--- src/rtl/mfc_pkg.sv ---
package mfc_pkg;
  localparam logic [1:0] MODE_RX = 2'b00;
  localparam logic [1:0] MODE_TX = 2'b01;

  // message capacity selected by a depth code; 0 means unused
  function automatic int depth_of(input logic [2:0] code);
    case (code)
      3'd0:    return 0;
      3'd1:    return 4;
      3'd2:    return 8;
      3'd3:    return 16;
      3'd4:    return 32;
      3'd5:    return 48;
      3'd6:    return 64;
      default: return 128;
    endcase
  endfunction

  // fill level that meets the threshold: eighths of the depth, code 7 = full
  function automatic int thr_of(input logic [2:0] code, input int depth);
    return ((int'(code) + 1) * depth) / 8;
  endfunction

  // a four-message buffer only accepts odd threshold codes
  function automatic logic thr_legal(input logic [2:0] dcode, input logic [2:0] tcode);
    return !(dcode == 3'b001 && !tcode[0]);
  endfunction
endpackage

--- src/rtl/msg_fifo_cfg.sv ---
module msg_fifo_cfg
  import mfc_pkg::*;
#(
  parameter int MAX_DEPTH = 16
) (
  input  logic       clk,
  input  logic       rst_n,
  input  logic       wr_open,
  input  logic       cfg_we,
  input  logic [1:0] mode_in,
  input  logic [2:0] dcode_in,
  input  logic [2:0] tcode_in,
  input  logic       isel_in,
  output logic [1:0] mode,
  output logic       isel,
  output logic [7:0] dep,
  output logic [7:0] thr,
  output logic       err
);
  logic [2:0] dcode_q, tcode_q;

  always_ff @(posedge clk or negedge rst_n) begin
    if (!rst_n) begin
      mode    <= MODE_RX;
      isel    <= 1'b0;
      dcode_q <= 3'd0;
      tcode_q <= 3'd0;
    end else if (cfg_we && wr_open) begin
      mode    <= mode_in;
      isel    <= isel_in;
      dcode_q <= dcode_in;
      tcode_q <= tcode_in;
    end
  end

  always_comb begin
    dep = 8'(depth_of(dcode_q));
    thr = 8'(thr_of(tcode_q, depth_of(dcode_q)));
    err = (depth_of(dcode_q) > MAX_DEPTH) || !thr_legal(dcode_q, tcode_q) || mode[1];
  end
endmodule

--- src/rtl/msg_fifo_store.sv ---
module msg_fifo_store #(
  parameter int DATA_W    = 32,
  parameter int MAX_DEPTH = 16,
  localparam int PW = (MAX_DEPTH > 1) ? $clog2(MAX_DEPTH) : 1,
  localparam int CW = $clog2(MAX_DEPTH + 1)
) (
  input  logic              clk,
  input  logic              rst_n,
  input  logic              flush,
  input  logic              wr,
  input  logic              rd,
  input  logic [DATA_W-1:0] wdata,
  input  logic [7:0]        dep,
  output logic [DATA_W-1:0] rdata,
  output logic [CW-1:0]     count
);
  logic [DATA_W-1:0] mem [MAX_DEPTH];
  logic [PW-1:0]     wr_ptr, rd_ptr;

  function automatic logic [PW-1:0] step_ptr(input logic [PW-1:0] p, input logic [7:0] d);
    return (int'(p) == int'(d) - 1) ? '0 : p + PW'(1);
  endfunction

  always_ff @(posedge clk) begin
    if (wr) mem[wr_ptr] <= wdata;
  end

  always_ff @(posedge clk or negedge rst_n) begin
    if (!rst_n) begin
      wr_ptr <= '0;
      rd_ptr <= '0;
      count  <= '0;
    end else if (flush) begin
      wr_ptr <= '0;
      rd_ptr <= '0;
      count  <= '0;
    end else begin
      if (wr) wr_ptr <= step_ptr(wr_ptr, dep);
      if (rd) rd_ptr <= step_ptr(rd_ptr, dep);
      count <= count + CW'(wr) - CW'(rd);
    end
  end

  assign rdata = mem[rd_ptr];
endmodule

--- src/rtl/msg_fifo_ctl.sv ---
module msg_fifo_ctl
  import mfc_pkg::*;
#(
  parameter int DATA_W    = 32,
  parameter int MAX_DEPTH = 16,
  localparam int CW = $clog2(MAX_DEPTH + 1)
) (
  input  logic              clk,
  input  logic              rst_n,
  input  logic              glob_reset_i,
  input  logic              chan_reset_i,
  input  logic              cfg_we_i,
  input  logic [1:0]        cfg_mode_i,
  input  logic [2:0]        cfg_depth_i,
  input  logic [2:0]        cfg_thr_i,
  input  logic              cfg_isel_i,
  input  logic              ie_we_i,
  input  logic              rxie_i,
  input  logic              txie_i,
  input  logic              en_we_i,
  input  logic              en_i,
  input  logic              push_i,
  input  logic [DATA_W-1:0] push_data_i,
  input  logic              pop_i,
  input  logic              tx_busy_i,
  input  logic              tx_end_i,
  input  logic              rxf_clr_i,
  input  logic              txf_clr_i,
  input  logic              lost_clr_i,
  output logic [DATA_W-1:0] pop_data_o,
  output logic [CW-1:0]     count_o,
  output logic              empty_o,
  output logic              full_o,
  output logic              en_o,
  output logic              cfg_err_o,
  output logic              rx_flag_o,
  output logic              tx_flag_o,
  output logic              lost_o,
  output logic              rx_irq_o,
  output logic              tx_irq_o
);
  logic [1:0] mode;
  logic       isel;
  logic [7:0] dep, thr;
  logic       en_q, pend_q, rxie_q, txie_q, rxf_q, txf_q, lost_q;
  logic [CW-1:0] count;

  // named internal events
  logic is_rx, is_tx, usable, cfg_open;
  logic auto_clr, en_grant, en_drop, defer, flush;
  logic full_w, empty_w, push_ok, push_drop, pop_ok, rx_cross, rx_set, tx_set;

  msg_fifo_cfg #(.MAX_DEPTH(MAX_DEPTH)) u_cfg (
    .clk(clk), .rst_n(rst_n), .wr_open(cfg_open), .cfg_we(cfg_we_i),
    .mode_in(cfg_mode_i), .dcode_in(cfg_depth_i), .tcode_in(cfg_thr_i),
    .isel_in(cfg_isel_i), .mode(mode), .isel(isel), .dep(dep), .thr(thr),
    .err(cfg_err_o)
  );

  msg_fifo_store #(.DATA_W(DATA_W), .MAX_DEPTH(MAX_DEPTH)) u_store (
    .clk(clk), .rst_n(rst_n), .flush(flush), .wr(push_ok), .rd(pop_ok),
    .wdata(push_data_i), .dep(dep), .rdata(pop_data_o), .count(count)
  );

  always_comb begin
    is_rx    = (mode == MODE_RX);
    is_tx    = (mode == MODE_TX);
    usable   = !cfg_err_o && (dep != 8'd0);
    cfg_open = glob_reset_i && !en_q && !pend_q;
    auto_clr = (is_rx && glob_reset_i) || (is_tx && chan_reset_i);
    en_grant = en_we_i && en_i && usable && !pend_q && !glob_reset_i &&
               (is_rx || (is_tx && !chan_reset_i));
    en_drop  = en_we_i && !en_i && en_q;
    defer    = en_drop && is_tx && tx_busy_i;
    flush    = auto_clr || (en_drop && !defer) || (pend_q && tx_end_i);
    full_w   = usable && (int'(count) == int'(dep));
    empty_w  = (count == '0);
    push_ok  = push_i && en_q && !full_w && !flush;
    push_drop = push_i && en_q && full_w && !flush;
    pop_ok   = pop_i && !empty_w && !flush;
    rx_cross = (int'(count) < int'(thr)) && (int'(count) + 1 >= int'(thr));
    rx_set   = is_rx && push_ok && (isel || rx_cross);
    tx_set   = is_tx && pop_ok;
  end

  always_ff @(posedge clk or negedge rst_n) begin
    if (!rst_n) begin
      en_q   <= 1'b0;
      pend_q <= 1'b0;
      rxie_q <= 1'b0;
      txie_q <= 1'b0;
      rxf_q  <= 1'b0;
      txf_q  <= 1'b0;
      lost_q <= 1'b0;
    end else begin
      if (auto_clr) begin
        en_q   <= 1'b0;
        pend_q <= 1'b0;
      end else begin
        if (en_grant)     en_q <= 1'b1;
        else if (en_drop) en_q <= 1'b0;
        if (defer)                   pend_q <= 1'b1;
        else if (pend_q && tx_end_i) pend_q <= 1'b0;
      end
      if (ie_we_i && !en_q) begin
        rxie_q <= rxie_i;
        txie_q <= txie_i;
      end
      if (rx_set)         rxf_q <= 1'b1;
      else if (rxf_clr_i) rxf_q <= 1'b0;
      if (tx_set)         txf_q <= 1'b1;
      else if (txf_clr_i) txf_q <= 1'b0;
      if (push_drop)       lost_q <= 1'b1;
      else if (lost_clr_i) lost_q <= 1'b0;
    end
  end

  assign count_o   = count;
  assign empty_o   = empty_w;
  assign full_o    = full_w;
  assign en_o      = en_q;
  assign rx_flag_o = rxf_q;
  assign tx_flag_o = txf_q;
  assign lost_o    = lost_q;
  assign rx_irq_o  = rxie_q && rxf_q;
  assign tx_irq_o  = txie_q && txf_q;
endmodule

--- config.mk ---
export PLATFORM = sky130hd
export DESIGN_NAME = msg_fifo_ctl
export DESIGN_NICKNAME = d
export VERILOG_FILES = /design/src/rtl/mfc_pkg.sv /design/src/rtl/msg_fifo_cfg.sv /design/src/rtl/msg_fifo_store.sv /design/src/rtl/msg_fifo_ctl.sv
export SDC_FILE = /design/constraint.sdc
export NUM_CORES = 1
export LEC_CHECK = 0
export BUFFER_PORTS_ARGS = -buffer_cell sky130_fd_sc_hd__buf_2
export CAP_MARGIN = 20
export CORE_UTILIZATION = 36
export CTS_CLUSTER_DIAMETER = 200
export DETAILED_ROUTE_END_ITERATION = 16
export GPL_ROUTABILITY_DRIVEN = 1
export MAX_ROUTING_LAYER = met4
export PLACE_DENSITY_LB_ADDON = 0.12
export REMOVE_ABC_BUFFERS = 1
export SLEW_MARGIN = 10
export SYNTH_ARGS = -nofsm -noshare
export SYNTH_HDL_FRONTEND = slang
export SYNTH_SLANG_ARGS = --single-unit
--- constraint.sdc ---
create_clock -name clk -period 4.4 [get_ports clk]
set_input_delay 0.44 -clock clk [delete_from_list [all_inputs] [get_ports clk]]
set_output_delay 0.44 -clock clk [all_outputs]
set_load 0.01 [all_outputs]
# Word level (Yosys, flattened, before mapping)
# Memories as Yosys holds them, arrays and structs flattened.
# Index checks and enable logic that the tools add are counted.
[word_totals]
wordCells = 124
output_inout_bits = 46
regBits = 29
ramBits = 512
n_memories = 1
inputBits = 58
[mem_list]
columns = ["memory", "words", "word_bits", "read_ports", "rd_ports_with_merged_regs", "wr", "line_no", "text"]
rows = [
  ["u_store.mem", 16, 32, 1, 0, 1, "msg_fifo_store.sv:17", "logic [DATA_W-1:0] mem [MAX_DEPTH];"],
]
[classes]
n_addsub = 8
n_mul = 1
n_eq_ne = 10
order_cmp = 3
muxes = 22
bitwise = 1
reduce_logical = 64
[op_table]
columns = ["operator", "count"]
rows = [
  ["5-bit by 32-bit == test with 1-bit output", 2],
  ["8-bit one-hot mux with 7 select lines", 1],
  ["1-bit logical AND", 34],
  ["4-bit 2-to-1 mux", 6],
  ["1-bit 2-to-1 mux", 14],
  ["1-bit logical NOT", 11],
  ["4-bit by 8-bit multiplier with 11-bit output", 1],
  ["2-bit nonzero test", 5],
  ["3-bit == test (second input constant)", 3],
  ["8-bit by 1-bit subtractor with 9-bit output (second input constant)", 1],
  ["4-bit by 1-bit adder with 4-bit output (second input constant)", 2],
  ["8-bit by 1-bit adder with 8-bit output", 1],
  ["6-bit by 8-bit == test with 1-bit output", 1],
  ["6-bit by 8-bit >= comparator with 1-bit output", 1],
  ["8-bit by 5-bit > comparator with 1-bit output (second input constant)", 1],
  ["5-bit by 8-bit < comparator with 1-bit output", 1],
  ["8-bit nonzero test", 1],
  ["1-bit logical OR", 7],
  ["5-bit by 1-bit adder with 6-bit output (second input constant)", 1],
  ["3-bit by 2-bit == test with 1-bit output (second input constant)", 2],
  ["3-bit nonzero test", 2],
  ["5-bit by 1-bit adder with 5-bit output", 1],
  ["5-bit logical NOT", 1],
  ["5-bit 2-to-1 mux", 1],
  ["8 further kinds", 8],
]

# Depth between registers and ports, before layout
# Gate-level depths: netlist (run 1).
[logic_depth]
depth_word = 14
mapped_depth = 20
depth_no_buf = 19

# Hierarchy
# A second synthesis (run 1) with hierarchy kept.
[unflattened]
hier_cells = 1306
area_unflattened_um2 = 22897.0
[by_module_without_submodules]
columns = ["module", "area_each_um2", "seq_area_each_um2", "n_inst", "cells_each"]
rows = [
  ["msg_fifo_store", 20976.4, 15700.1, 1, 1089],
  ["msg_fifo_cfg", 1078.5, 225.2, 1, 116],
  ["msg_fifo_ctl", 842.1, 175.2, 1, 101],
]

# Worst setup path before layout (run 1)
# Ideal clock, no wire load.
[synth_timing]
path_kind = "reg-to-reg"
startpoint = "register u_cfg.dcode_q[2]"
endpoint = "register rxf_q, in the netlist rx_flag_o"
stages_incl_launch_ff = 18
period_less_slack_ns = 4.433
setup_slack_ns = -0.033
setup_ns = 0.067
n_path_buf = 1
t_required_ns = 4.333
t_arrival_ns = 4.366
cell_sequence = "dfrtp_1 > or3b_1 > buf_6 > or2_2 > fa_1 > inv_1 > fa_1 > inv_1 > fa_1 > nand2b_1 > a21oi_1 > xnor2_1 > ha_1 > o211ai_1 > a21oi_1 > a211oi_1 > o41ai_1 > a32o_1"
[synth_via]
elab_chain_len = 14
word_cells_on_any_way = 32
cone_classes = "add/sub: 1; mul: 1; order compare: 3; eq/ne: 7; mux: 2; bitwise: 1; reduce/logical: 17"
[synth_lines]
columns = ["element", "line_no", "text"]
rows = [
  ["start, declared", "msg_fifo_cfg.sv:20", "logic [2:0] dcode_q, tcode_q;"],
  ["start signal, assigned", "msg_fifo_cfg.sv:31", "dcode_q <= dcode_in;"],
  ["branches (longest 12 deep; another with 4-bit by 8-bit multiplier with 11-bit output)", "--", ""],
  ["1-bit logical AND *", "msg_fifo_ctl.sv:82", "rx_set = is_rx && push_ok && (isel || rx_cross);"],
  ["1-bit 2-to-1 mux / 2-bit nonzero test (equally long branches)", "--", ""],
  ["end signal, assigned", "msg_fifo_ctl.sv:92", "rxf_q <= 1'b0;"],
  ["end signal, assigned", "msg_fifo_ctl.sv:109", "if (rx_set) rxf_q <= 1'b1;"],
  ["end signal, assigned", "msg_fifo_ctl.sv:110", "else if (rxf_clr_i) rxf_q <= 1'b0;"],
  ["end, declared", "msg_fifo_ctl.sv:45", "logic en_q, pend_q, rxie_q, txie_q, rxf_q, txf_q, lost_q;"],
]
# Every way passes the cells marked *.
# A chain may end at the register's enable or synchronous reset.

# Worst setup path after layout (run 1)
[layout_timing]
startpoint = "register u_cfg.dcode_q[1]"
endpoint = "register rxf_q, in the netlist rx_flag_o"
# The elaborated chain is that of the path after synthesis.

==> results of run 1 <==
==> worst max-delay path: cells and delay by family (launching register included) <==
family / cells / cell delay (ns)
simple gates: 3 / 0.80
compound gates: 6 / 1.02
buf+inv: 2 / 0.12
flops: 1 / 0.39
xor+xnor: 1 / 0.10
fa+ha+maj: 4 / 1.72
==> worst max-delay path by stage <==
stage	to	cells after the start	slack [ns]	from
after floorplan	pop_data_o[10]	5	-3.56	u_store.rd_ptr[0]
after global placement	rx_flag_o	16	-0.15	u_cfg.dcode_q[2]
after detailed placement	rx_flag_o	16	-0.17	u_cfg.dcode_q[2]
after CTS	rx_flag_o	16	0.01	u_cfg.dcode_q[2]
after global routing	rx_flag_o	19	0.007	u_cfg.dcode_q[1]
final	rx_flag_o	16	0.20	u_cfg.dcode_q[1]
==> Yosys cell counts, types with 18 or more instances <==
library cell    n  share of area
inv_1          35         0.0058
mux2_2         27          0.014
o21ai_0        62          0.014
nor2_1         38         0.0063
nand2_1        80          0.013
a22oi_1        32          0.011
mux2i_1       110          0.049
a21oi_1        47          0.010
clkbuf_1       30         0.0050
a221oi_1       32          0.012
and3_1         18         0.0050
dfrtp_1        29          0.032
ha_1           42          0.023
edfxtp_1      512           0.68
mux4_2         64          0.064
buf_2          25         0.0056
==> area by class of cell <==
cell class                      count  area (sq um)  area share
Multi-Input combinational cell    661          6083      0.2308
Antenna cell                        2         5.005   0.0001898
Tap cell                          837          1047     0.03972
Clock buffer                       78          1505     0.05710
Timing Repair Buffer              166          1246     0.04727
Inverter                           36         135.1    0.005126
Clock inverter                     25         230.2    0.008733
Sequential cell                   541         16110      0.6111
==> power groups by stage <==
stage	Sequential (mW)	Combinational, mW	Clock (mW)
2_1_floorplan	6.20	2.02	0
3_3_place_gp	6.01	2.90	0
4_1_cts	5.90	2.94	4.67
3_5_place_dp	6.01	2.91	0
6_report	5.90	2.90	4.55
5_1_grt	5.91	3.20	4.86
==> cells in the final DEF, fill, tap and decap left out, drive strengths merged, types with 16 or more instances in the layout <==
cell type	instances
edfxtp	512
buf	164
mux2i	110
nand2	80
clkbuf	78
mux4	64
o21ai	64
a21oi	48
ha	42
nor2	39
inv	39
a221oi	32
a22oi	32
dfrtp	29
mux2	27
and3	18
clkinv	16
==> cells by family after synthesis <==
logic type / count (synthesis)
flops: 541
fa+ha+maj: 51
compound gates: 200
buf+inv: 99
xor+xnor: 18
mux: 201
simple gates: 191
==> metal layers <==
metal / up-vias / global-route usage
met5: - / -
met4: 0 / 0.03896
met3: 69 / 0.03131
met2: 263 / 0.2989
met1: 6233 / 0.2355
li1: 5487 / -
==> repair_timing <==
| item | in CTS | in global routing |
|---|---|---|
| setup endpoints to repair | 1 | 1 |
| hold buffers | 2 | 0 |
| hold endpoints to repair | 30 | 0 |
| gates resized for setup | 5 | 13 |
| pin swaps | 9 | 12 |
| buffers inserted | 1 | 1 |
| gates cloned | 0 | 0 |
==> metrics by stage <==
stage | cells | worst slack (ns) | hold WS (ns) | setup TNS [ns]
6_report | 2346 | 0.1977 | 0.04222 | 0
5_1_grt | 2346 | 0.007189 | 0.03240 | 0
3_3_place_gp | 2236 | -0.1485 | 0.4923 | -0.1485
2_1_floorplan | 1238 | -3.559 | 0.1444 | -126.00
4_1_cts | 2343 | 0.01414 | 0.006773 | 0
3_5_place_dp | 2237 | -0.1730 | 0.4974 | -0.1730
==> state kept, by name, summed over array words and instances, names as in the netlist <==
signal / flops
u_cfg.mode: 2
u_store.wr_ptr: 4
u_cfg.isel: 1
en_o: 1
txie_q: 1
u_cfg.dcode_q: 3
u_store.count: 5
u_cfg.tcode_q: 3
u_store.mem: 512
tx_flag_o: 1
u_store.rd_ptr: 4
pend_q: 1
rxie_q: 1
lost_o: 1
rx_flag_o: 1
==> flow_metrics.env, run 1 <==
export IMPL_ys_warn_count=0
export IMPL_grt_usage=0.1814
export IMPL_grt_pass1_wl_mm=82.19
export IMPL_switching_power_mw=3.691
export IMPL_dieArea_sq_um=63550
export IMPL_drtPass1Iterations=5
export IMPL_intPower_mw=9.648
export IMPL_utilization=0.4272
export IMPL_synthXorXnorAreaFrac=0.007835
export IMPL_drive_gt1_frac=0.2502
export IMPL_ys_types=66
export IMPL_rsz0062_at_grt="false"
export IMPL_slew_headroom=0.3292
export IMPL_status="completed"
export IMPL_path_class="flip-flop to flip-flop"
export IMPL_hp_start="cfg_mode_i[1]"
export IMPL_syn_avg_cell_area_sq_um=17.31
export IMPL_p_leak_nw=8.970
export IMPL_drt_iter0_drc=742
export IMPL_power_frac_comb=0.217
export IMPL_post_route_period_util=0.9551
export IMPL_ant_nets=0
export IMPL_die_height_um=252.1
export IMPL_cts_sinks=541
export IMPL_cp_slowest_cell="fa_1"
export IMPL_max_stage_delay_ns=0.57
export IMPL_period_needed_ns=4.202
export IMPL_hold_violations=0
export IMPL_post_route_cell_area_sq_um=26360
export IMPL_path_cells="or3b_1 > or2_4 > fa_1 > inv_1 > fa_1 > inv_1 > fa_2 > nand2b_4 > a21oi_4 > xnor2_2 > ha_1 > o211ai_1 > a21oi_1 > a211oi_2 > o41ai_2 > a32o_2"
export IMPL_ys_seq_area_frac=0.7150
export IMPL_overflow=0
export IMPL_drv_slew=0
export IMPL_ys_ff_latch=541
export IMPL_whs_endpoint="u_cfg.mode[1]"
export IMPL_start_util=0.3649
export IMPL_wl_mm=55.19
export IMPL_place_hpwl_mm=31.43
export IMPL_cts_htree_levels=2
export IMPL_worst_pin_slew_ns=1.006
export IMPL_fmax_ghz=0.2380
export IMPL_synth_compound_area_frac=0.05868
export IMPL_placed_cell_area_sq_um=24500
export IMPL_routabilityCongestion=0.7777
export IMPL_fillers=5571
export IMPL_synthMuxAreaShare=0.1264
export IMPL_syn_area_sq_um=22520
export IMPL_cts_tree="done"
export IMPL_synth_main_ff_cell="edfxtp_1"
export IMPL_power_frac_seq=0.442
export IMPL_wl_met1_mm=24.57
export IMPL_final_nets=1572
export IMPL_grt_max_degree=43
export IMPL_worstRegToRegCells=16
export IMPL_grt_pass1_vias=12650
export IMPL_critPathCaptureType="flip-flop"
export IMPL_finClkSkew_ns=0.02440
export IMPL_wl_per_cell_um=23.52
export IMPL_fp_dieW_um=252.1
export IMPL_cts_buffers_inserted=57
export IMPL_synthToLayoutAreaGrowth_pct=17.08
export IMPL_synth_cells=1301
export IMPL_viasPerCell=5.137
export IMPL_p_total_mw=13.34
export IMPL_ios=104
export IMPL_antenna_found_initial=2
export IMPL_synth_top_family_by_area="multiplexers"
export IMPL_path_clk_slew_ns=0.06
export IMPL_synth_edf_count=512
export IMPL_yosys_area_share_adder=0.03134
export IMPL_wl_met3_mm=2.515
export IMPL_p_clk_frac=0.341
export IMPL_maxCapViolCount=0
export IMPL_critPathRequiredTime_ns=4.94
export IMPL_arrival_ns=4.75
export IMPL_r2r_start="u_cfg.dcode_q[1]"
export IMPL_clockRootBuffer="clkbuf_16"
export IMPL_highest_layer="met4"
export IMPL_clock_latency_ns=0.63
export IMPL_rows=91
export IMPL_critPathLaunchType="flip-flop"
export IMPL_portBuffers=103
export IMPL_drc=0
export IMPL_cts_buffer_depth=3
export IMPL_dr_total_vias=12050
export IMPL_worstHoldPathType="primary input to flip-flop"
export IMPL_hold_path_depth=3
export IMPL_cp_max_fo=2
export IMPL_peakVddDrop_mv=0.2869
export IMPL_finalSetupViolCount=0
export IMPL_dr_wl_met2_mm=27.22
export IMPL_regToRegEndpoint="rx_flag_o"
export IMPL_synthSimpleGateAreaFrac=0.04123
export IMPL_swShare=0.2767
export IMPL_synthArstFlopShare=0.05360
export IMPL_ff2ff_setup_slack_ns=0.20
export IMPL_core_area_sq_um=61710
export IMPL_power_density_nw_per_um2=506.0
No activity file was read; power rests on OpenSTA's default activity.
==> run 2, diff against run 1 <==
==> constraint.sdc (replaced) <==
create_clock -name clk -period 4.2 [get_ports clk]
set_input_delay 0.42 -clock clk [delete_from_list [all_inputs] [get_ports clk]]
set_output_delay 0.42 -clock clk [all_outputs]
set_load 0.01 [all_outputs]
==> run 2 against run 1 <==
- global-route usage is 0.059 points lower
- flip-flop and latch count is the same
- utilization grew 0.093 points
- fmax grew 0.17%
- highest routed layer unchanged
==> flow_metrics.env, run 2 (synthesized netlist as in run 1, its figures left out) <==
export IMPL_start_util=0.3649
export IMPL_grt_pass1_vias=12670
export IMPL_critPathLaunchType="flip-flop"
export IMPL_setup_slack_ns=0.005010
export IMPL_critPathCaptureType="flip-flop"
export IMPL_cp_num_cells=16
export IMPL_core_area_sq_um=61710
export IMPL_cts_htree_levels=2
export IMPL_rsz0062_at_grt="true"
export IMPL_path_class="flip-flop to flip-flop"
export IMPL_max_stage_delay_ns=0.57
export IMPL_worstRegToRegCells=16
export IMPL_intPower_mw=10.23
export IMPL_die_height_um=252.1
export IMPL_peakVddDrop_mv=0.3712
export IMPL_cts_tree="done"
export IMPL_ff2ff_setup_slack_ns=0.005
export IMPL_power_frac_seq=0.434
export IMPL_p_clk_frac=0.345
export IMPL_synthToLayoutAreaGrowth_pct=17.34
export IMPL_finClkSkew_ns=0.01257
export IMPL_arrival_ns=4.74
export IMPL_routabilityCongestion=0.7733
export IMPL_fmax_ghz=0.2384
export IMPL_cts_buffer_depth=3
export IMPL_p_leak_nw=9.048
export IMPL_grt_max_degree=42
export IMPL_post_route_period_util=0.9988
export IMPL_p_total_mw=14.10
export IMPL_fp_dieW_um=252.1
export IMPL_stdcell_count=2356
export IMPL_drtPass1Iterations=6
export IMPL_status="completed"
export IMPL_dr_total_vias=12120
export IMPL_cts_sinks=541
export IMPL_finalSetupViolCount=0
export IMPL_cp_slowest_cell="fa_1"
export IMPL_final_nets=1583
export IMPL_path_cells="or3b_4 > or2_4 > fa_1 > inv_2 > fa_1 > inv_2 > fa_2 > nand2b_4 > a21oi_4 > xnor2_2 > ha_1 > o211ai_1 > a21oi_1 > a211oi_2 > o41ai_2 > a32o_2"
export IMPL_largest_reg_flops=512
export IMPL_drt_iter0_drc=807
export IMPL_cp_top_family="adder cells"
export IMPL_wl_mm=55.23
export IMPL_grt_usage=0.1808
export IMPL_swShare=0.2745
export IMPL_preCtsSetupSlack_ns=-0.4200
export IMPL_slew_headroom=0.4744
export IMPL_largest_register="u_store.mem"
export IMPL_place_hpwl_mm=31.60
export IMPL_power_density_nw_per_um2=533.8
export IMPL_worst_path_buf_inv=2
export IMPL_switching_power_mw=3.871
export IMPL_drc=0
export IMPL_portBuffers=103
export IMPL_path_clk_slew_ns=0.06
export IMPL_antenna_found_initial=2
export IMPL_critPathRequiredTime_ns=4.75
export IMPL_dieArea_sq_um=63550
export IMPL_overflow=0
export IMPL_rows=91
export IMPL_regToRegEndpoint="rx_flag_o"
export IMPL_maxCapViolCount=0
export IMPL_placed_cell_area_sq_um=24490
export IMPL_final_common_cell="edfxtp_1"
export IMPL_layout_common_cells="edfxtp_1 (512), mux2i_1 (110), buf_2 (103)"
export IMPL_critPathLaunch="u_cfg.dcode_q[2]"
export IMPL_ant_nets=0
export IMPL_power_frac_comb=0.221
export IMPL_cp_endpoint="rx_flag_o"
export IMPL_wl_per_cell_um=23.44
export IMPL_drv_slew=0
export IMPL_ios=104
export IMPL_r2r_start="u_cfg.dcode_q[2]"
export IMPL_reg_largest_list="u_store.mem (512), u_store.count (5)"
export IMPL_drive_gt1_frac=0.2610
export IMPL_post_route_cell_area_sq_um=26420
export IMPL_cp_max_fo=2
export IMPL_place_inst=2244
export IMPL_hold_violations=0
export IMPL_cts_buffers_inserted=58
export IMPL_period_needed_ns=4.195
export IMPL_worst_pin_slew_ns=0.7884
export IMPL_grt_pass1_wl_mm=82.20
export IMPL_worstHoldPathType="primary input to flip-flop"
export IMPL_whs_ns=0.04397
export IMPL_clockRootBuffer="clkbuf_16"
export IMPL_viasPerCell=5.146
export IMPL_clock_latency_ns=0.61
run 2: cell count changes in the layout (fill, tap and decap cells not counted), sizes merged:
cell	previous run	this run
bufinv	3	4
buf	164	172
clkinvlp	3	0
inv	39	36
dlygate4sd3	2	4
clkbuf	78	69
clkinv	16	30
run 2: final cells by class:
class	count	area (sq um)
clock inverters	34	277.8
flip-flops and latches	541	16110
repair buffers	176	1252
diodes	2	5.005
multi-input cells	661	6078
clock buffers	69	1514
inverters	36	135.1
well taps	837	1047
fillers	5608	35290
run 2: power groups by stage:
stage          clock network (mW)  logic, mW  registers (mW)
6_report                     4.86       3.12            6.13
5_1_grt                      5.17       3.44            6.14
4_1_cts                      4.98       3.17            6.13
3_5_place_dp                    0       3.13            6.25
3_3_place_gp                    0       3.11            6.25
2_1_floorplan                   0       2.10            6.49
run 2: repair_timing:
item | CTS | global route
buffers inserted | 2 | 1
gates cloned | 0 | 0
gates resized for setup | 8 | 10
hold buffers | 4 | 0
pin swaps | 10 | 9
endpoints found under the hold margin | 32 | 0
setup endpoints to repair | 1 | 1
run 2: routing by layer:
| metal | GRT usage | part of all wire |
|---|---|---|
| met1 | 0.2323 | 0.44 |
| met2 | 0.3036 | 0.51 |
| met3 | 0.02554 | 0.035 |
| met4 | 0.04208 | 0.017 |
| met5 | - | 0 |
run 2: worst min-delay path by stage:
| stage | startpoint | end | slack, ns | cells after the start |
|---|---|---|---|---|
| floorplan | rst_n | en_o | 0.12 | 0 |
| global placement | rxie_q | rxie_q | 0.50 | 1 |
| detailed placement | rxie_q | rxie_q | 0.51 | 1 |
| CTS | rxie_i | rxie_q | 0.005 | 2 |
| global route | txie_i | txie_q | 0.03 | 2 |
| finish | cfg_thr_i[0] | u_cfg.tcode_q[0] | 0.04 | 2 |
run 2: stage by stage:
stage          utilization  TNS [ns]
3_5_place_dp        0.3968   -0.4200
2_1_floorplan            -   -132.76
6_report            0.4281         0
3_3_place_gp        0.3968   -0.2972
4_1_cts             0.4272         0
5_1_grt             0.4281   -0.1666
==> run 3, diff against run 2 <==
--- a/config.mk
+++ b/config.mk
@@ -5,6 +5,7 @@
 export SDC_FILE = /design/constraint.sdc
 export NUM_CORES = 1
 export LEC_CHECK = 0
+export ABC_AREA = 1
 export BUFFER_PORTS_ARGS = -buffer_cell sky130_fd_sc_hd__buf_2
 export CAP_MARGIN = 20
 export CORE_UTILIZATION = 36
==> run 3 against run 2 <==
- combinational power grew 38%
- wire length up 11%
- fmax grew 7.0%
- clock power shrank 4.5%
- non-clock buffer count is 25 lower
- power rose by 6.6%
- critical path depth up 7
- sequential share of layout area is 0.86 points higher
- sequential power about the same
- critical endpoint unchanged
==> flow_metrics.env, run 3 <==
export IMPL_yosysMostFrequentCell="edfxtp_1"
export IMPL_max_stage_delay_ns=0.56
export IMPL_die_height_um=252.5
export IMPL_syn_avg_cell_area_sq_um=12.64
export IMPL_grt_util_met3=0.02966
export IMPL_dr_total_vias=14520
export IMPL_peakVddDrop_mv=0.4156
export IMPL_wl_mm=61.53
export IMPL_ys_seq_area_frac=0.7127
export IMPL_whs_ns=0.04803
export IMPL_drt_iter0_drc=1082
export IMPL_status="completed"
export IMPL_p_total_mw=15.03
export IMPL_rows=91
export IMPL_ant_nets=0
export IMPL_worst_pin_slew_ns=0.9318
export IMPL_synthToLayoutAreaGrowth_pct=15.32
export IMPL_place_inst=2673
export IMPL_final_common_cell="edfxtp_1"
export IMPL_drive_gt1_frac=0.1532
export IMPL_grt_pass1_vias=14230
export IMPL_worst_path_buf_inv=3
export IMPL_crit_top_cell="nand2_1"
export IMPL_cp_top_family="adder cells"
export IMPL_critPathLaunchType="flip-flop"
export IMPL_cp_num_cells=23
export IMPL_layout_common_cells="edfxtp_1 (512), nand2_1 (283), nor2_1 (173)"
export IMPL_ys_ff_latch=541
export IMPL_ios=104
export IMPL_dieArea_sq_um=63760
export IMPL_yosys_top_cells_count="edfxtp_1 (512), nand2_1 (285), nor2_1 (190)"
export IMPL_largest_register="u_store.mem"
export IMPL_final_nets=2010
export IMPL_finalSetupViolCount=0
export IMPL_hp_start="rxie_i"
export IMPL_synthTopCellsByArea="edfxtp_1 (68%), nand2_1 (4.7%), o21ai_0 (3.8%)"
export IMPL_maxCapViolCount=0
export IMPL_path_class="flip-flop to flip-flop"
export IMPL_cp_max_fo=5
export IMPL_stdcell_count=2784
export IMPL_period_needed_ns=3.919
export IMPL_cts_tree="done"
export IMPL_core_area_sq_um=61830
export IMPL_grt_busiest_layer="met2"
export IMPL_synth_edf_count=512
export IMPL_start_util=0.3654
export IMPL_drc=0
export IMPL_worstHoldPathType="primary input to flip-flop"
export IMPL_place_hpwl_mm=32.41
export IMPL_antenna_found_initial=2
export IMPL_drtPass1Iterations=5
export IMPL_overflow=0
export IMPL_hold_violations=0
export IMPL_syn_area_sq_um=22590
export IMPL_slew_headroom=0.3788
export IMPL_grt_max_degree=160
export IMPL_power_density_nw_per_um2=577.0
export IMPL_path_cells="ha_1 > xnor2_2 > inv_1 > nand2_1 > fa_1 > inv_1 > fa_1 > inv_1 > fa_2 > xor2_2 > ha_1 > nand2_1 > nor2_1 > nor2_1 > nand2_1 > nand2_1 > nand2_1 > nand2_1 > nand2_1 > nand3_1 > nand2_1 > nand2_1 > nand2_1"
export IMPL_arrival_ns=4.42
export IMPL_clockRootBuffer="clkbuf_16"
export IMPL_ys_warn_count=0
export IMPL_fmax_ghz=0.2551
export IMPL_regToRegEndpoint="rx_flag_o"
export IMPL_yosysTopAreaCell="edfxtp_1"
export IMPL_use_met1=0.2770
export IMPL_path_clk_slew_ns=0.06
export IMPL_post_route_period_util=0.9332
export IMPL_cp_endpoint="rx_flag_o"
export IMPL_ys_types=38
export IMPL_synth_main_ff_cell="edfxtp_1"
export IMPL_wl_per_cell_um=22.10
export IMPL_largest_reg_flops=512
export IMPL_p_leak_nw=9.245
export IMPL_yosys_area_top_type_share=0.6805
export IMPL_reg_largest_list="u_store.mem (512), u_store.count (5)"
export IMPL_routabilityCongestion=0.8615
export IMPL_cts_buffers_inserted=57
export IMPL_critPathLaunch="u_cfg.tcode_q[0]"
export IMPL_synth_cells=1788
export IMPL_critPathRequiredTime_ns=4.70
export IMPL_fp_dieW_um=252.5
export IMPL_grt_usage=0.2000
export IMPL_cts_sinks=541
export IMPL_synthArstFlopShare=0.05360
export IMPL_grt_pass1_wl_mm=91.69
export IMPL_critPathCaptureType="flip-flop"
export IMPL_gr_usage_met2=0.3117
export IMPL_clock_latency_ns=0.61
export IMPL_cts_buffer_depth=3
export IMPL_r2r_start="u_cfg.tcode_q[0]"
export IMPL_portBuffers=103
export IMPL_drv_slew=0
export IMPL_ff2ff_setup_slack_ns=0.28
export IMPL_fin_tns_setup_ns=0
export IMPL_finClkSkew_ns=0.01615
export IMPL_cts_htree_levels=2
export IMPL_viasPerCell=5.216
export IMPL_cp_slowest_cell="fa_1"
export IMPL_worstRegToRegCells=23
## run 3: cell count changes after synthesis, moves of 26 or more
cell,before,now
nand2_1,80,285
nor2_1,38,190
mux2i_1,110,0
o21ai_0,62,171
nand3_1,8,78
mux4_2,64,0
a21oi_1,47,94
inv_1,35,75
o22ai_1,2,40
a22oi_1,32,0
nand4_1,1,27
## run 3: final cells by class
cell class / count / area (sq um)
clock buffer: 78 / 1546
sequential: 541 / 16110
inverter: 86 / 340.3
multi-input combinational: 1064 / 5871
timing repair buffer: 151 / 996.0
clock inverter: 25 / 137.6
antenna: 2 / 5.005
tap: 837 / 1047
fill: 5753 / 35770
## run 3: worst min-delay path by stage
stage | to | cells after the start | slack, ns
finish | rxie_q | 2 | 0.05
global placement | txie_q | 1 | 0.50
floorplan | en_o | 0 | 0.12
detailed placement | u_cfg.tcode_q[1] | 1 | 0.51
global route | txie_q | 2 | 0.04
CTS | rxie_q | 2 | 0.009
## run 3: kinds of logic after synthesis
logic type,Yosys count,share of synthesized area
xor gates and xnor gates,14,0.005428
AOI/OAI and AO/OA,392,0.1018
adders and majority gates,51,0.03124
buffers and inverters,183,0.03389
DFF,541,0.7127
muxes,4,0.001994
and+or+nand+nor,603,0.1129
## run 3: metal layers
metal,vias to the layer above,routed length (um)
li1,6752,-
met1,7380,29130
met2,325,28650
met3,63,2863
met4,0,891
met5,-,0
## run 3: through the flow
step	utilization	cell area (sq um)	setup slack (ns)
2_1_floorplan	-	22160	-4.418
3_3_place_gp	0.3928	24290	0.1746
3_5_place_dp	0.3928	24290	0.1208
4_1_cts	0.4206	26000	0.1127
5_1_grt	0.4213	26050	-0.01729
6_report	0.4214	26050	0.2805
## run 3: power breakdown
part / internal (mW) / switching, mW / total (mW)
Sequential: 5.96 / 0.135 / 6.10
Clock: 2.57 / 2.07 / 4.64
Combinational: 1.37 / 2.93 / 4.30
Total: 9.90 / 5.13 / 15.0
## run 3: repair_timing
item,in CTS,in global routing
endpoints found under the hold margin,31,0
buffers inserted,0,3
hold buffers,3,0
endpoints found under the setup margin,0,1
gates resized for setup,0,6
